<file path="config.mk">
export PLATFORM = sky130hd
export DESIGN_NAME = dual_mac_fir
export DESIGN_NICKNAME = d
export VERILOG_FILES = /design/src/rtl/fir2_pkg.sv /design/src/rtl/fir2_ctrl.sv /design/src/rtl/fir2_ring.sv /design/src/rtl/fir2_coef.sv /design/src/rtl/fir2_mac.sv /design/src/rtl/dual_mac_fir.sv
export SDC_FILE = /design/constraint.sdc
export NUM_CORES = 2
export LEC_CHECK = 0
export BUFFER_PORTS_ARGS = -buffer_cell sky130_fd_sc_hd__buf_4
export CAP_MARGIN = 20
export CORE_MARGIN = 5
export CORE_UTILIZATION = 48
export CTS_CLUSTER_SIZE = 28
export DETAILED_ROUTE_END_ITERATION = 10
export HOLD_SLACK_MARGIN = 0.15
export PLACE_DENSITY = 0.62
export SYNTH_ARGS = -nofsm -noshare
export SYNTH_HDL_FRONTEND = slang
export SYNTH_SLANG_ARGS = --single-unit
</file>
<file path="constraint.sdc">
create_clock -name clk -period 10.4 [get_ports clk]
set_input_delay 2.08 -clock clk [delete_from_list [all_inputs] [get_ports clk]]
set_output_delay 2.08 -clock clk [all_outputs]
set_load 0.02 [all_outputs]
</file>
<file path="src/rtl/fir2_pkg.sv">
`timescale 1ns/1ps
package fir2_pkg;
  localparam int LANES = 2;
  typedef enum logic [1:0] {ST_IDLE, ST_RUN, ST_DRAIN, ST_OUT} fsm_t;
endpackage

</file>
<file path="src/rtl/fir2_ctrl.sv">
`timescale 1ns/1ps
module fir2_ctrl
  import fir2_pkg::*;
#(
  parameter int NTAPS = 8,
  parameter int KW    = 4
) (
  input  logic          clk,
  input  logic          rst_n,
  input  logic          start,
  output logic          clr,
  output logic          cap,
  output logic          acc_en,
  output logic          out_ld,
  output logic [KW-1:0] k
);
  localparam logic [KW-1:0] KLAST = KW'(NTAPS);

  fsm_t          st_q, st_d;
  logic [KW-1:0] k_q, k_d;
  logic          v_q, v_d;

  always_comb begin
    st_d = st_q;
    k_d  = k_q;
    v_d  = 1'b0;
    unique case (st_q)
      ST_IDLE: if (start) begin
        st_d = ST_RUN;
        k_d  = '0;
      end
      ST_RUN: begin
        k_d = k_q + KW'(1);
        v_d = (k_q != '0);
        if (k_q == KLAST) st_d = ST_DRAIN;
      end
      ST_DRAIN: st_d = ST_OUT;
      ST_OUT:   st_d = ST_IDLE;
      default:  st_d = ST_IDLE;
    endcase
  end

  always_ff @(posedge clk or negedge rst_n) begin
    if (!rst_n) begin
      st_q <= ST_IDLE;
      k_q  <= '0;
      v_q  <= 1'b0;
    end else begin
      st_q <= st_d;
      k_q  <= k_d;
      v_q  <= v_d;
    end
  end

  assign clr    = (st_q == ST_IDLE) && start;
  assign cap    = (st_q == ST_RUN);
  assign acc_en = v_q;
  assign out_ld = (st_q == ST_OUT);
  assign k      = k_q;
endmodule

</file>
<file path="src/rtl/fir2_ring.sv">
`timescale 1ns/1ps
module fir2_ring #(
  parameter int DW = 16,
  parameter int PW = 4
) (
  input  logic          clk,
  input  logic          rst_n,
  input  logic          we,
  input  logic [DW-1:0] din,
  input  logic [PW-1:0] raddr,
  output logic [DW-1:0] rdata,
  output logic [PW-1:0] wptr
);
  localparam int DEPTH = 1 << PW;

  logic [DW-1:0] mem [DEPTH];
  logic [PW-1:0] wptr_q, wptr_d;

  always_ff @(posedge clk) begin
    if (we) mem[wptr_q] <= din;
  end

  always_comb wptr_d = we ? wptr_q + PW'(1) : wptr_q;

  always_ff @(posedge clk or negedge rst_n) begin
    if (!rst_n) wptr_q <= '0;
    else        wptr_q <= wptr_d;
  end

  assign rdata = mem[raddr];
  assign wptr  = wptr_q;
endmodule

</file>
<file path="src/rtl/fir2_coef.sv">
`timescale 1ns/1ps
module fir2_coef #(
  parameter int DW    = 16,
  parameter int NTAPS = 8,
  parameter int CAW   = 3
) (
  input  logic           clk,
  input  logic           we,
  input  logic [CAW-1:0] waddr,
  input  logic [DW-1:0]  din,
  input  logic [CAW-1:0] raddr,
  output logic [DW-1:0]  rdata
);
  localparam logic [CAW:0] NLIM = (CAW+1)'(NTAPS);

  logic [DW-1:0] mem [NTAPS];

  always_ff @(posedge clk) begin
    if (we && ({1'b0, waddr} < NLIM)) mem[waddr] <= din;
  end

  assign rdata = mem[raddr];
endmodule

</file>
<file path="src/rtl/fir2_mac.sv">
`timescale 1ns/1ps
module fir2_mac #(
  parameter int DW = 16,
  parameter int AW = 40
) (
  input  logic                 clk,
  input  logic                 rst_n,
  input  logic                 clr,
  input  logic                 en,
  input  logic signed [DW-1:0] a,
  input  logic signed [DW-1:0] b,
  output logic signed [AW-1:0] acc
);
  localparam int PWID = 2 * DW;

  logic signed [PWID-1:0] prod;
  logic signed [AW-1:0]   prod_x, acc_q, acc_d;

  always_comb begin
    prod   = a * b;
    prod_x = {{(AW-PWID){prod[PWID-1]}}, prod};
    if (clr)     acc_d = '0;
    else if (en) acc_d = acc_q + prod_x;
    else         acc_d = acc_q;
  end

  always_ff @(posedge clk or negedge rst_n) begin
    if (!rst_n) acc_q <= '0;
    else        acc_q <= acc_d;
  end

  assign acc = acc_q;
endmodule

</file>
<file path="src/rtl/dual_mac_fir.sv">
`timescale 1ns/1ps
module dual_mac_fir
  import fir2_pkg::*;
#(
  parameter int NTAPS = 8,
  parameter int DW    = 16,
  parameter int AW    = 40,
  parameter int FRAC  = 15
) (
  input  logic                     clk,
  input  logic                     rst_n,
  input  logic                     smp_we,
  input  logic [DW-1:0]            smp_din,
  input  logic                     cof_we,
  input  logic [$clog2(NTAPS)-1:0] cof_addr,
  input  logic [DW-1:0]            cof_din,
  input  logic                     start,
  output logic                     done,
  output logic [DW-1:0]            y_even,
  output logic [DW-1:0]            y_odd
);
  localparam int CAW = $clog2(NTAPS);
  localparam int PW  = $clog2(NTAPS + 1);
  localparam int KW  = PW;
  localparam logic signed [AW-1:0] BIAS = {{(AW-FRAC){1'b0}}, 1'b1, {(FRAC-1){1'b0}}};
  localparam logic signed [AW-1:0] YMAX = {{(AW-DW+1){1'b0}}, {(DW-1){1'b1}}};
  localparam logic signed [AW-1:0] YMIN = {{(AW-DW+1){1'b1}}, {(DW-1){1'b0}}};

  // reset: asserted asynchronously, released through two flops
  logic [1:0] rs_q;
  logic       rst_sn;
  always_ff @(posedge clk or negedge rst_n) begin
    if (!rst_n) rs_q <= '0;
    else        rs_q <= {rs_q[0], 1'b1};
  end
  assign rst_sn = rs_q[1];

  logic          clr, cap, acc_en, out_ld;
  logic [KW-1:0] k;
  logic [PW-1:0] wr_ptr, base_q, base_d, rd_addr;
  logic [DW-1:0] smp_rd, cof_rd;

  fir2_ctrl #(.NTAPS(NTAPS), .KW(KW)) u_ctrl (
    .clk(clk), .rst_n(rst_sn), .start(start), .clr(clr), .cap(cap),
    .acc_en(acc_en), .out_ld(out_ld), .k(k)
  );

  fir2_ring #(.DW(DW), .PW(PW)) u_ring (
    .clk(clk), .rst_n(rst_sn), .we(smp_we), .din(smp_din),
    .raddr(rd_addr), .rdata(smp_rd), .wptr(wr_ptr)
  );

  fir2_coef #(.DW(DW), .NTAPS(NTAPS), .CAW(CAW)) u_coef (
    .clk(clk), .we(cof_we), .waddr(cof_addr), .din(cof_din),
    .raddr(CAW'(k - KW'(1))), .rdata(cof_rd)
  );

  // newest sample is at wr_ptr-1; step k reads distance k back
  assign rd_addr = base_q - PW'(1) - PW'(k);

  // operand stage: current sample, previous sample, shared weight
  logic signed [DW-1:0] xr_q, xr_d, dly_q, dly_d, cr_q, cr_d;
  always_comb begin
    base_d = clr ? wr_ptr : base_q;
    xr_d   = cap ? smp_rd : xr_q;
    dly_d  = cap ? xr_q   : dly_q;
    cr_d   = cap ? cof_rd : cr_q;
  end

  always_ff @(posedge clk or negedge rst_sn) begin
    if (!rst_sn) begin
      base_q <= '0;
      xr_q   <= '0;
      dly_q  <= '0;
      cr_q   <= '0;
    end else begin
      base_q <= base_d;
      xr_q   <= xr_d;
      dly_q  <= dly_d;
      cr_q   <= cr_d;
    end
  end

  logic signed [DW-1:0] opnd [LANES];
  logic        [DW-1:0] y_q  [LANES];
  assign opnd[0] = xr_q;
  assign opnd[1] = dly_q;

  for (genvar l = 0; l < LANES; l++) begin : g_lane
    logic signed [AW-1:0] acc, biased, shr;
    logic        [DW-1:0] y_d;

    fir2_mac #(.DW(DW), .AW(AW)) u_mac (
      .clk(clk), .rst_n(rst_sn), .clr(clr), .en(acc_en),
      .a(cr_q), .b(opnd[l]), .acc(acc)
    );

    always_comb begin
      biased = acc + BIAS;
      shr    = biased >>> FRAC;
      if (!out_ld)          y_d = y_q[l];
      else if (shr > YMAX)  y_d = {1'b0, {(DW-1){1'b1}}};
      else if (shr < YMIN)  y_d = {1'b1, {(DW-1){1'b0}}};
      else                  y_d = shr[DW-1:0];
    end

    always_ff @(posedge clk or negedge rst_sn) begin
      if (!rst_sn) y_q[l] <= '0;
      else         y_q[l] <= y_d;
    end
  end

  logic done_q;
  always_ff @(posedge clk or negedge rst_sn) begin
    if (!rst_sn) done_q <= 1'b0;
    else         done_q <= out_ld;
  end

  assign done   = done_q;
  assign y_even = y_q[0];
  assign y_odd  = y_q[1];
endmodule

</file>
* After elaboration in Yosys (flattened, before gate mapping)
Memory sizes are Yosys's and may differ from the RTL's. A register that Yosys moved wholly into a read port is not among the register bits. Index checks and enable logic that the tools add are counted.
Cells by class: multiplexer cells 18, equal/unequal tests 6, $mul 2, reductions and logical operators 9, order comparisons 4, $add $sub $neg 9
Operator list (number):
- 40-bit two-way mux | 4
- 40-bit by 16-bit adder with 40-bit output (second input constant) | 2
- 40-bit by 32-bit adder with 40-bit output | 2
- 16-bit by 16-bit multiplier with 32-bit output | 2
- 16-bit two-way mux | 4
- 25-bit by 16-bit > comparator with 1-bit output (second input constant) | 2
- 25-bit by 16-bit < comparator with 1-bit output (second input constant) | 2
- 4-bit by 1-bit adder with 4-bit output (second input constant) | 2
- 2-bit one-hot mux with 4 select lines | 1
- 4-bit one-hot mux with 2 select lines | 1
- 1-bit two-way mux | 5
- 2-bit equality test (second input constant) | 2
- 4-bit equality test (second input constant) | 1
- 2-bit two-way mux | 2
- 4-bit two-way mux | 1
- 2-bit AND reduction | 2
- 2-bit nonzero test | 2
- 4-bit nonzero test | 1
- 4-bit by 1-bit subtractor with 4-bit output (second input constant) | 1
- 4-bit subtractor | 1
- 3-bit by 1-bit subtractor with 3-bit output (second input constant) | 1
- 2-bit by 1-bit equality test with 1-bit output (second input constant) | 1
- 1-bit logical NOT | 2
- 2-bit logical NOT | 1
- other kinds (3) | 3
Storage, ports and cells: bits in writable memories 384, memories kept 2, flip-flop bits (word level) 146
Memory list:
- u_ring.mem | words 16, bits a word 16, rd ports 1, clocked after memory_dff 1, wr ports 1, line fir2_ring.sv:16 | logic [DW-1:0] mem [DEPTH];
- u_coef.mem | words 8, bits a word 16, rd ports 1, clocked after memory_dff 1, wr ports 1, line fir2_coef.sv:16 | logic [DW-1:0] mem [NTAPS];

* Logic depth before layout (Yosys ltp)
word-level depth 4, depth in mapped cells 26

* Cells and area by module
A second synthesis with hierarchy kept.
Second synthesis, totals: cells, all modules 4127, area total of the unflattened synthesis 48052.3 um^2
By module, submodules not included:
- fir2_mac (g_lane[1].u_mac) | cells an instance 1520, sequential area each 1001.0 um^2, times used 1, area an instance 14164.8 um^2
- fir2_mac (g_lane[0].u_mac) | cells an instance 1514, sequential area each 1001.0 um^2, times used 1, area an instance 13989.7 um^2
- fir2_ring | cells an instance 435, sequential area each 7787.5 um^2, times used 1, area an instance 9950.8 um^2
- fir2_coef | cells an instance 198, sequential area each 3843.7 um^2, times used 1, area an instance 4973.5 um^2
- dual_mac_fir | cells an instance 415, sequential area each 2177.1 um^2, times used 1, area an instance 4519.3 um^2
- fir2_ctrl | cells an instance 45, sequential area each 175.2 um^2, times used 1, area an instance 454.2 um^2

* Least setup slack after synthesis
OpenSTA, ideal clock, no wires.
path kind register to register, start point register cr_q[15] (read register of u_coef.mem), end point register g_lane[1].u_mac.acc_q[39], data arrival time 6.522 ns, setup time 0.101 ns, setup slack 3.777 ns, clock period less this slack 6.623 ns, required time 10.299 ns, stages on the path, launching flop included 26, cells stage by stage dfrtp_1 > clkbuf_1 > clkbuf_1 > nand2_1 > fa_1 > inv_1 > fa_1 > inv_1 > fa_1 > fa_1 > inv_1 > fa_1 > inv_1 > fa_1 > inv_1 > ha_1 > a21o_1 > a21o_1 > a21oi_1 > o2111ai_1 > and2_1 > o41a_1 > nand3_1 > a21boi_1 > o2111a_1 > nor4_1
On the way: word-level cells in the longest chain between the ends 4
Ends and longest elaborated chain:
- from (decl) | line dual_mac_fir.sv:62 | logic signed [DW-1:0] xr_q, xr_d, dly_q, dly_d, cr_q, cr_d;
- 16-bit by 16-bit multiplier with 32-bit output | line fir2_mac.sv:20 | prod = a * b;
- 40-bit by 32-bit adder with 40-bit output | line fir2_mac.sv:23 | else if (en) acc_d = acc_q + prod_x;
- 40-bit two-way mux | line fir2_mac.sv:23
- 40-bit two-way mux | line fir2_mac.sv:22 | if (clr) acc_d = '0;
- to (signal assigned) | line fir2_mac.sv:28 | if (!rst_n) acc_q <= '0;
- to (signal assigned) | line fir2_mac.sv:29 | else acc_q <= acc_d;
- to (decl) | line fir2_mac.sv:17 | logic signed [AW-1:0] prod_x, acc_q, acc_d;
Every way passes these cells. The select of a mux whose other input is x is not followed. A chain may end at the register's enable or synchronous reset.

* Worst setup path in the final report
start point register dly_q[1], end point register g_lane[1].u_mac.acc_q[39]
On the way: word-level cells in the longest chain between the ends 4
Ends and longest elaborated chain:
- from (decl) | line dual_mac_fir.sv:62
- from (signal assigned) | line dual_mac_fir.sv:79 | dly_q <= dly_d;
- 16-bit by 16-bit multiplier with 32-bit output | line fir2_mac.sv:20
- 40-bit by 32-bit adder with 40-bit output | line fir2_mac.sv:23
- 40-bit two-way mux | line fir2_mac.sv:23
- 40-bit two-way mux | line fir2_mac.sv:22
Every way passes these cells. The select of a mux whose other input is x is not followed.

==> metrics.md <==
| Metric | Value |
|---|---|
| Worst Hold Depth | `0` |
| CP most frequent cell | `fa_1` |
| CP Capture Type | `flop` |
| Fin nets | `between 5000 and 6000` |
| Slowest-stage cell, CP | `dfrtp_1` |
| Synthesis-to-layout area growth | `8.82%` |
| CTS-repair resized insts | `0` |
| Filler cells | `around 8500` |
| Detailed-router iteration count before antenna repair | `5` |
| Hold buffer count at cts | `0` |
| Global-route wire length before repair | `~180000 microns` |
| GP Congestion | `between 0.8 and 0.9` |
| Slowest Stage Delay on Critical Path | `~0.75 ns` |
| Largest net degree at the start of global routing | `73` |
| Post-synth top cells | `inv_1, fa_1, edfxtp_1, nand2_1, and2_1` |
| GRT Total Usage | `a little over a fifth` |
| Slew HR | `between 20% and 30%` |
| Synth top area share | `27.8%` |
| Port bufs | `72` |
| Cell Rows | `roughly 120` |
| RSZ-0062 raised after global routing | `false` |
| Fmax achieved | `around 140 MHz` |
| Iter 0 DRT Violations | `roughly 1900` |
| Sequential-to-total area share from yosys stat | `roughly 34%` |
| Most numerous cell in the Yosys netlist | `inv_1` |
| Number of global-route vias before repair | `roughly 32000` |
| Post-synth top area cell | `fa_1` |
| CP Class | `flop to flop` |
| Initial cell density of the core | `48.3%` |
| Status | `finished clean` |
| Synth async-reset ratio | `a little under a third` |
| Final Hold Fails | `0` |
| Initial antenna violation count | `1` |
| Die area | `between 0.1 and 0.15 sq mm` |
| Layout cells sized above 1 | `about 10%` |
| Critical path depth in cells | `23` |
| DPL Wire Length | `roughly 77000 microns` |
| Setup Viol. Count Final | `0` |
| Core area | `around 0.1 sq mm` |
| Clock sink total | `562` |
| Antenna-violating nets left | `0` |
| Total CTS buffers | `about 60` |
| CP max FO | `17` |
| Slew @ Worst Pin | `approximately 1.1 ns` |
| H-tree Lvls | `2` |
| Crit path buf inv count | `5` |
| Crit-path cells | `nand2_1 > inv_1 > fa_1 > fa_1 > inv_1 > fa_1 > fa_1 > inv_1 > fa_1 > inv_1 > fa_1 > inv_1 > ha_1 > a21o_1 > a21o_1 > a21oi_1 > o2111ai_1 > and2_1 > o41a_1 > nand3_1 > a21boi_1 > o2111a_1 > nor4_1` |
| Die width | `around 320 microns` |
| Maxcap violations | `0` |
| Die H | `~320 microns` |
| Unique cell type count in the Yosys netlist | `between 80 and 90` |
| Final Slew Violations | `0` |
| Setup TNS | `0 ns` |
| Yosys reg bits | `between 500 and 600` |
| Worst-Skew Late Latency | `approximately 0.70 ns` |
| Fin crit share | `between 70% and 80%` |
| Clock skew | `about 0.043 ns` |
| Startpoint type of the worst setup path | `flop` |
| Yosys warns | `0` |
| CTS Root Cell | `clkbuf_16` |
| Io pins | `73` |
| Vias after detailed routing | `slightly below 30000` |
| Cells after synthesis | `4108` |
| Delay-heaviest family, CP | `adder cells` |
| Worst EP required | `around 11 ns` |
| Ant. Diodes | `0` |
| Vias per cell | `around 5.3` |
| Synth Flop Type | `edfxtp_1` |
| Arr. time, crit path | `a little under 8 ns` |
| Leading cell types by total area after synthesis | `fa_1, edfxtp_1, dfrtp_1, inv_1, ha_1` |
| Max Root-Sink Buffers | `3` |
| Post-route DRC | `0` |
| CTS tree | `yes` |
| Clock transition at path regs | `~0.060 ns` |
| Min-delay worst type | `flop to flop` |
| Post-CTS setup buffer count | `0` |
| Final WL | `107000 microns` |
| Syn_area_per_cell | `between 10 and 15 sq um` |
| Final min period | `approximately 7.4 ns` |
| Mapped Area | `roughly 0.048 sq mm` |
| Syn nets | `about 5100` |
| Number of synthesized flops with an enable pin | `384` |
| R2R cell count | `23` |
| GRT overflow | `0` |
| WL/cell | `19.6 microns` |
==> cells in the final DEF, fill, tap and decap left out, types with 11 or more instances in the layout <==
master     netlist  final
a31oi_1         23     23
o22a_1          15     15
nand2_1        359    359
dfrtp_1        178    175
o21bai_1        14     14
nand3_1         41     41
clkbuf_16        0     62
and3_1          19     19
mux4_2          96     96
mux2_2          34     34
nand3b_1        11     11
nor3_1          17     15
fa_1           661    660
edfxtp_1       384    384
a21oi_1         92     92
and2_1         260    259
nor2_1         176    176
clkinv_2         0     11
a211oi_1        32     32
a21o_1          41     41
ha_1           245    241
buf_4            1    128
o21ai_0         62     62
inv_1          834    834
xnor2_1         70     68
mux2i_1         67     67
nand2b_1        19     19
clkinv_1         2     13
o21a_1          23     23
xor2_1          49     47
==> metrics by stage <==
stage | setup slack [ns] | hold WS [ns] | instance area, sq um | cells | util (%)
floorplan | 3.78 | 0.331 | 47500 | 4108 | -
global placement | 3.19 | 0.332 | 49500 | 5359 | 50.4
detailed placement | 3.04 | 0.336 | 49500 | 5359 | 50.4
CTS | 2.97 | 0.349 | 51700 | 5475 | 52.6
global route | 2.62 | 0.372 | 51700 | 5477 | 52.6
finish | 3.02 | 0.348 | 51700 | 5477 | 52.6
==> worst register-to-register path: stages (launching register included) <==
cell and delay, ns:
dfrtp_1 0.75, nand2_1 0.26, inv_1 0.14, fa_1 0.53
fa_1 0.58, inv_1 0.20, fa_1 0.68, fa_1 0.56
inv_1 0.05, fa_1 0.53, inv_1 0.05, fa_1 0.49
inv_1 0.05, ha_1 0.34, a21o_1 0.21, a21o_1 0.18
a21oi_1 0.25, o2111ai_1 0.14, and2_1 0.18, o41a_1 0.36
nand3_1 0.13, a21boi_1 0.09, o2111a_1 0.23, nor4_1 0.25
==> registers in the layout, indices dropped and copies added (netlist names), 2 cells and up <==
signal            flops
u_ring.mem          256
u_coef.mem          128
g_lane.u_mac.acc     80
cr_q                 16
dly_q                16
xr_q                 16
y_even               16
y_odd                16
base_q                4
u_ctrl.k              4
u_ring.wptr           4
rs_q                  2
u_ctrl.st_q           2
==> logic make-up after synthesis <==
group,Yosys count,synth area share [%]
buf+inv,1000,7.99
simple gates,954,9.84
fa+ha+maj,906,34.3
flops,562,33.6
compound gates,369,5.25
mux,197,6.77
xor+xnor,119,2.19
other cells,1,0.00789
==> per-layer routing <==
layer / track usage [%] / vias up / share of wire [%]
met3: 3.42 / 109 / 5.5
li1: - / 13200 / -
met4: 5.08 / 0 / 2.3
met5: 0 / - / 0
met2: 35.1 / 651 / 48
met1: 29.5 / 15000 / 44
==> area by class of cell <==
type	count	area, sq um	area share [%]
multi-input cells	2546	27800	53.8
flip-flops and latches	562	16000	30.9
well taps	1287	1610	3.11
repair buffers	130	1000	1.94
clock buffers	68	1580	3.06
inverters	836	3140	6.07
clock inverters	48	571	1.10
==> worst paths after layout <==
check | to | start | slack [ns]
max in group asynchronous | g_lane[1].u_mac.acc[4] | rs_q[1] | 8.51
min in group asynchronous | g_lane[0].u_mac.acc[38] | rs_q[1] | 0.45
worst min register to register | rs_q[1] | rs_q[0] | 0.35
worst max register to register | g_lane[1].u_mac.acc[39] | dly_q[1] | 3.02
worst min-delay path | rs_q[1] | rs_q[0] | 0.35
worst max-delay path | g_lane[1].u_mac.acc[39] | dly_q[1] | 3.02
Power is not shown: default switching activity piles up to over one toggle a cycle in this logic, so the estimate is an artifact.
